## src/rtl/shrot_pkg.sv

```systemverilog
package shrot_pkg;

    typedef enum logic [1:0] {
        OP_SHL = 2'b00,
        OP_SHR = 2'b01,
        OP_ROL = 2'b10,
        OP_ROR = 2'b11
    } op_e;

    typedef enum logic [2:0] {
        AM_NONE = 3'd0,
        AM_ACC  = 3'd1,
        AM_ABS  = 3'd2,
        AM_ABSX = 3'd3,
        AM_ZP   = 3'd4,
        AM_ZPX  = 3'd5
    } amode_e;

    typedef struct packed {
        logic n;
        logic z;
        logic c;
    } flags_t;

endpackage

```

## src/rtl/shrot_core.sv

```systemverilog
module shrot_core
    import shrot_pkg::*;
#(
    parameter int W = 8
) (
    input  logic [1:0]   op,
    input  logic         cin,
    input  logic [W-1:0] opnd,
    output logic [W-1:0] res,
    output flags_t       flg
);
    localparam int MSB = W - 1;

    logic         fill;
    logic         out_bit;
    logic [W-1:0] shifted;

    always_comb begin
        // Bit 0 of op selects direction, bit 1 selects whether carry feeds in
        fill    = op[1] ? cin : 1'b0;
        if (op[0]) begin
            shifted = {fill, opnd[MSB:1]};
            out_bit = opnd[0];
        end else begin
            shifted = {opnd[MSB-1:0], fill};
            out_bit = opnd[MSB];
        end
        res   = shifted;
        flg.n = shifted[MSB];
        flg.z = (shifted == '0);
        flg.c = out_bit;
    end

endmodule

```

## src/rtl/shrot_decode.sv

```systemverilog
module shrot_decode
    import shrot_pkg::*;
(
    input  logic [7:0] opcode,
    output logic [2:0] mode,
    output logic [1:0] len,
    output logic [2:0] cyc,
    output logic       bad_op
);
    amode_e m;

    always_comb begin
        m      = AM_NONE;
        len    = 2'd0;
        cyc    = 3'd0;
        bad_op = 1'b0;
        unique case (opcode)
            8'h6A: begin m = AM_ACC;  len = 2'd1; cyc = 3'd2; end
            8'h66: begin m = AM_ZP;   len = 2'd2; cyc = 3'd5; end
            8'h76: begin m = AM_ZPX;  len = 2'd2; cyc = 3'd6; end
            8'h6E: begin m = AM_ABS;  len = 2'd3; cyc = 3'd6; end
            8'h7E: begin m = AM_ABSX; len = 2'd3; cyc = 3'd7; end
            default: bad_op = 1'b1;
        endcase
        mode = m;
    end

endmodule

```

## src/rtl/shrot_unit.sv

```systemverilog
module shrot_unit
    import shrot_pkg::*;
(
    input  logic       clk,
    input  logic       rst_n,
    input  logic       en,
    input  logic [1:0] op,
    input  logic       cin,
    input  logic [7:0] opnd,
    output logic [7:0] res,
    output logic       n_o,
    output logic       z_o,
    output logic       c_o,
    output logic       flag_n_q,
    output logic       flag_z_q,
    output logic       flag_c_q,
    input  logic [7:0] opcode,
    output logic [2:0] mode,
    output logic [1:0] len,
    output logic [2:0] cyc,
    output logic       bad_op
);
    flags_t nxt;
    flags_t flags_d;
    flags_t flags_q;

    shrot_core #(.W(8)) u_core (
        .op   (op),
        .cin  (cin),
        .opnd (opnd),
        .res  (res),
        .flg  (nxt)
    );

    shrot_decode u_dec (
        .opcode (opcode),
        .mode   (mode),
        .len    (len),
        .cyc    (cyc),
        .bad_op (bad_op)
    );

    always_comb begin
        flags_d = en ? nxt : flags_q;
    end

    always_ff @(posedge clk or negedge rst_n) begin
        if (!rst_n) flags_q <= '0;
        else        flags_q <= flags_d;
    end

    assign n_o      = nxt.n;
    assign z_o      = nxt.z;
    assign c_o      = nxt.c;
    assign flag_n_q = flags_q.n;
    assign flag_z_q = flags_q.z;
    assign flag_c_q = flags_q.c;

    p_ror_msb_r1: assert property (@(posedge clk) disable iff (!rst_n)
        (op == 2'b11) |-> (res[7] == cin && c_o == opnd[0]));
    p_shr_zero_r2: assert property (@(posedge clk) disable iff (!rst_n)
        (op == 2'b01) |-> (!res[7] && !n_o && c_o == opnd[0]));
    p_shl_lsb_r3: assert property (@(posedge clk) disable iff (!rst_n)
        (op == 2'b00) |-> (!res[0] && c_o == opnd[7]));
    p_rol_lsb_r4: assert property (@(posedge clk) disable iff (!rst_n)
        (op == 2'b10) |-> (res[0] == cin && c_o == opnd[7]));
    p_zero_not_neg_r5: assert property (@(posedge clk) disable iff (!rst_n)
        z_o |-> !n_o);
    p_load_r6: assert property (@(posedge clk) disable iff (!rst_n)
        (rst_n && en) |=> (flag_n_q == $past(n_o) && flag_z_q == $past(z_o)
                           && flag_c_q == $past(c_o)));
    p_hold_r6: assert property (@(posedge clk) disable iff (!rst_n)
        (rst_n && !en) |=> $stable({flag_n_q, flag_z_q, flag_c_q}));
    p_dec_cyc_r8: assert property (@(posedge clk) disable iff (!rst_n)
        !bad_op |-> (cyc > {1'b0, len} && mode != 3'd0));
    p_bad_zero_r9: assert property (@(posedge clk) disable iff (!rst_n)
        bad_op |-> (len == 2'd0 && cyc == 3'd0 && mode == 3'd0));

endmodule

```

## config.mk

```make
export PLATFORM = sky130hd
export DESIGN_NAME = shrot_unit
export DESIGN_NICKNAME = d
export VERILOG_FILES = /design/src/rtl/shrot_pkg.sv /design/src/rtl/shrot_core.sv /design/src/rtl/shrot_decode.sv /design/src/rtl/shrot_unit.sv
export SDC_FILE = /design/constraint.sdc
export NUM_CORES = 1
export LEC_CHECK = 0
export BUFFER_PORTS_ARGS = -buffer_cell sky130_fd_sc_hd__buf_4
export CORE_AREA = 2 2 39 41
export DETAILED_ROUTE_END_ITERATION = 7
export DIE_AREA = 0 0 41 43
export GPL_ROUTABILITY_DRIVEN = 0
export PLACE_DENSITY = 0.84
export RECOVER_POWER = 50
export SYNTH_ARGS = -nofsm -noshare
export SYNTH_HDL_FRONTEND = slang
export SYNTH_HIERARCHICAL = 1
export SYNTH_SLANG_ARGS = --single-unit
```

## constraint.sdc

```tcl
create_clock -name clk -period 0.8 [get_ports clk]
set_input_delay 0.04 -clock clk [delete_from_list [all_inputs] [get_ports clk]]
set_output_delay 0.04 -clock clk [all_outputs]
set_load 0.01 [all_outputs]
```

==> results.rst <==
.. list-table::
   :header-rows: 1

   * - Metric
     - Value
   * - Data required time of the critical path
     - 0.76 ns
   * - Violations in the final reports
     - negative setup slack
   * - Count of clock tree sinks
     - 3
   * - Category of cells accounting for the largest share of critical-path delay
     - simple AND/OR/NAND/NOR gates
   * - Setup repair after global routing missed its margin
     - yes
   * - Via count
     - 577
   * - Slew HR
     - 0.802
   * - Vertical die dimension
     - 43 um
   * - Area grow syn2layout
     - 148%
   * - Nets in the synthesized netlist
     - 68
   * - Transition time at the pin with the least slew margin
     - 0.295 ns
   * - Final critical delay including setup and external delays
     - 0.958 ns
   * - Most frequent cells in the layout
     - buf_4 (36), buf_6 (16), mux2_4 (5), nand2_1 (5)
   * - Pin count of the biggest net entering global routing
     - 9
   * - Proportion of layout cells with a drive suffix above 1
     - 0.740
   * - Sequential cell area fraction in the yosys report
     - 0.183
   * - Global-route wire length before repair
     - 2750 um
   * - Pint
     - 644 uW
   * - Core region area
     - 1380 sq um
   * - Count of yosys warnings during synthesis
     - 6
   * - Initial detailed-routing violation count
     - 6
   * - Worst endpoint data arrival time
     - 0.92 ns
   * - Utilization after layout
     - 0.734
   * - Post-layout nets
     - 127
   * - Router iterations before antenna repair
     - 3
   * - Part of the power in the clock network
     - 0.301
   * - Total of max-cap violations
     - 0
   * - Fin crit share
     - 1.20
   * - # IOs
     - 45
   * - Crit path buf inv count
     - 2
   * - Worst setup path category
     - input pin to output pin
   * - Number of unique standard cell types used by synthesis
     - 22
   * - Deepest clock path buffer count
     - 2
   * - Number of synthesized flops with an enable pin
     - 0
   * - Combinational share of power
     - 0.513
   * - Setup violations, final
     - 13
   * - Horizontal die dimension
     - 41 um
   * - Die area
     - 1760 sq um
   * - Root Buffer
     - clkbuf_4
   * - Initial Util
     - 0.297
   * - Count of endpoints failing hold in the final timing report
     - 0
   * - Count of final max-slew check failures
     - 0
   * - HP Class
     - input pin to flop
   * - Synth Flop Type
     - dfrtp_1
   * - Endpoint kind of the worst setup timing path
     - output pin
   * - Smallest hold slack
     - 0.0821 ns
   * - Maximum ir drop on the vdd rail
     - 0.000651 V
   * - Worst setup slack after layout
     - -0.158 ns
   * - Total power density per cell area
     - 915 nW/um^2
   * - Worst clock skew
     - 0 ns
   * - Clock transition at the registers of the reported paths
     - 0.04 ns
   * - Power dissipated by switching net loads
     - 286 uW
   * - Startpoint type of the worst setup path
     - input pin
   * - Count of antenna-violating nets left after detailed routing
     - 0
   * - Synthesized cell area
     - 410 sq um
   * - Detailed-route wire length per cell
     - 14.2 um
   * - Run status
     - finished with violations
   * - Static leakage power
     - 0.000499 uW
   * - Total global routing overflow
     - 0
   * - Post-synth ARST share
     - 1.00
   * - Switching part of the total power
     - 0.308
   * - Number of design rule violations left after detail routing
     - 0
   * - Antenna cells
     - 0
   * - Cells along the critical path
     - buf_8 > mux2_4 > nor4_2 > and4_1 > buf_4
   * - TritonCTS clock tree
     - done
   * - Standard-cell row count
     - 14
   * - Max frequency
     - 1.04 GHz
   * - Max stage delay cell, worst path
     - mux2_4
   * - Antenna violations before repair
     - 0
   * - Via count of the first global-routing pass
     - 608
   * - Number of CTS-inserted buffers
     - 3
   * - Flip-flop and latch count after synthesis
     - 3
   * - Routed wire length
     - 1700 um
   * - Mean instance size in the synthesized netlist
     - 8.92 sq um
   * - Critical Path Max Stage Delay
     - 0.30 ns
   * - Post-DP HPWL
     - 1240 um
   * - Clk Latency, worst-skew pair
     - 0.23 ns
   * - H-tree depth reported by CTS
     - 1
   * - Global-route total usage across every layer
     - 0.223
   * - Sequential group share of total power
     - 0.186
   * - Post-place setup slack
     - -0.214 ns
   * - Maximum net fanout on the critical path
     - 3
   * - Routed vias/inst
     - 4.81
   * - Number of port buffers
     - 44
   * - Most common cell after layout, fill and taps aside
     - buf_4
   * - Cell count after synthesis
     - 46
-- synth_stat cells, types with 2 or more instances --
library cell / instances / area (sq um)
inv_1: 4 / 15.0
nand2b_1: 3 / 18.8
dfrtp_1: 3 / 75.1
mux2_2: 8 / 90.1
nor3_1: 3 / 15.0
nor2_1: 2 / 7.51
o21ai_0: 2 / 10.0
buf_4: 2 / 15.0
nand2_1: 5 / 18.8
a211oi_1: 2 / 15.0
-- through the flow --
stage	std cells	total power [uW]	TNS [ns]	area, sq um
detailed placement	114	565	-1.23	846
global route	120	985	-1.14	1020
floorplan	46	329	-0.271	434
finish	120	930	-0.677	1020
global placement	114	557	-1.03	846
CTS	119	887	-0.319	948
-- state kept, by name, summed over array words and instances (netlist names) --
name,cells
flag_n_q,1
flag_z_q,1
flag_c_q,1
-- layout make-up --
class                      count  area [sq um]
fill                         109           368
timing repair buffer          57           514
clock buffer                   4          26.3
multi-input combinational     36           365
sequential                     3          75.1
inverter                       4          15.0
tap                           16          20.0
-- final timing paths --
| path | start | end | slack [ns] | cells after the start |
|---|---|---|---|---|
| max in group asynchronous | rst_n | flag_c_q$_DFFE_PN0P_ | 0.50 | 2 |
| setup / recovery | op[0] | z_o | -0.16 | 5 |
| setup reg to reg | flag_n_q$_DFFE_PN0P_ | flag_n_q$_DFFE_PN0P_ | 0.05 | 1 |
| hold / removal | en | flag_z_q$_DFFE_PN0P_ | 0.08 | 2 |
| hold reg to reg | flag_c_q$_DFFE_PN0P_ | flag_c_q$_DFFE_PN0P_ | 0.53 | 1 |
| min in group asynchronous | rst_n | flag_z_q$_DFFE_PN0P_ | 0.15 | 2 |
-- logic make-up after synthesis --
kind of cell           after synthesis  synth area share
buffers and inverters                7            0.0853
AO/OA/AOI/OAI                        7             0.134
flip-flops                           3             0.183
AND/OR/NAND/NOR                     19             0.320
XOR/XNOR                             1            0.0213
multiplexers                         9             0.256
-- metal layers --
metal  GRT usage  part of all wire
met1       0.277              0.39
met4      0.0867            0.0082
met5           0                 0
met2       0.366              0.57
met3      0.0314             0.034
-- timing repair --
| item | 4_1_cts | 5_1_grt |
|---|---|---|
| pin swaps | 7 | 4 |
| setup buffers | 0 | 1 |
| hold endpoints to repair | 3 | 0 |
| endpoints found under the setup margin | 12 | 17 |
| gates resized for setup | 14 | 16 |
| hold buffers | 1 | 0 |
-- power by group through the flow --
stage	Combinational, uW	Clock [uW]	Sequential [uW]
floorplan	150	0	179
global placement	384	0	173
detailed placement	392	0	173
CTS	431	285	171
global route	506	304	174
finish	477	280	173
Note: power is estimated with default switching activity, not from simulation.
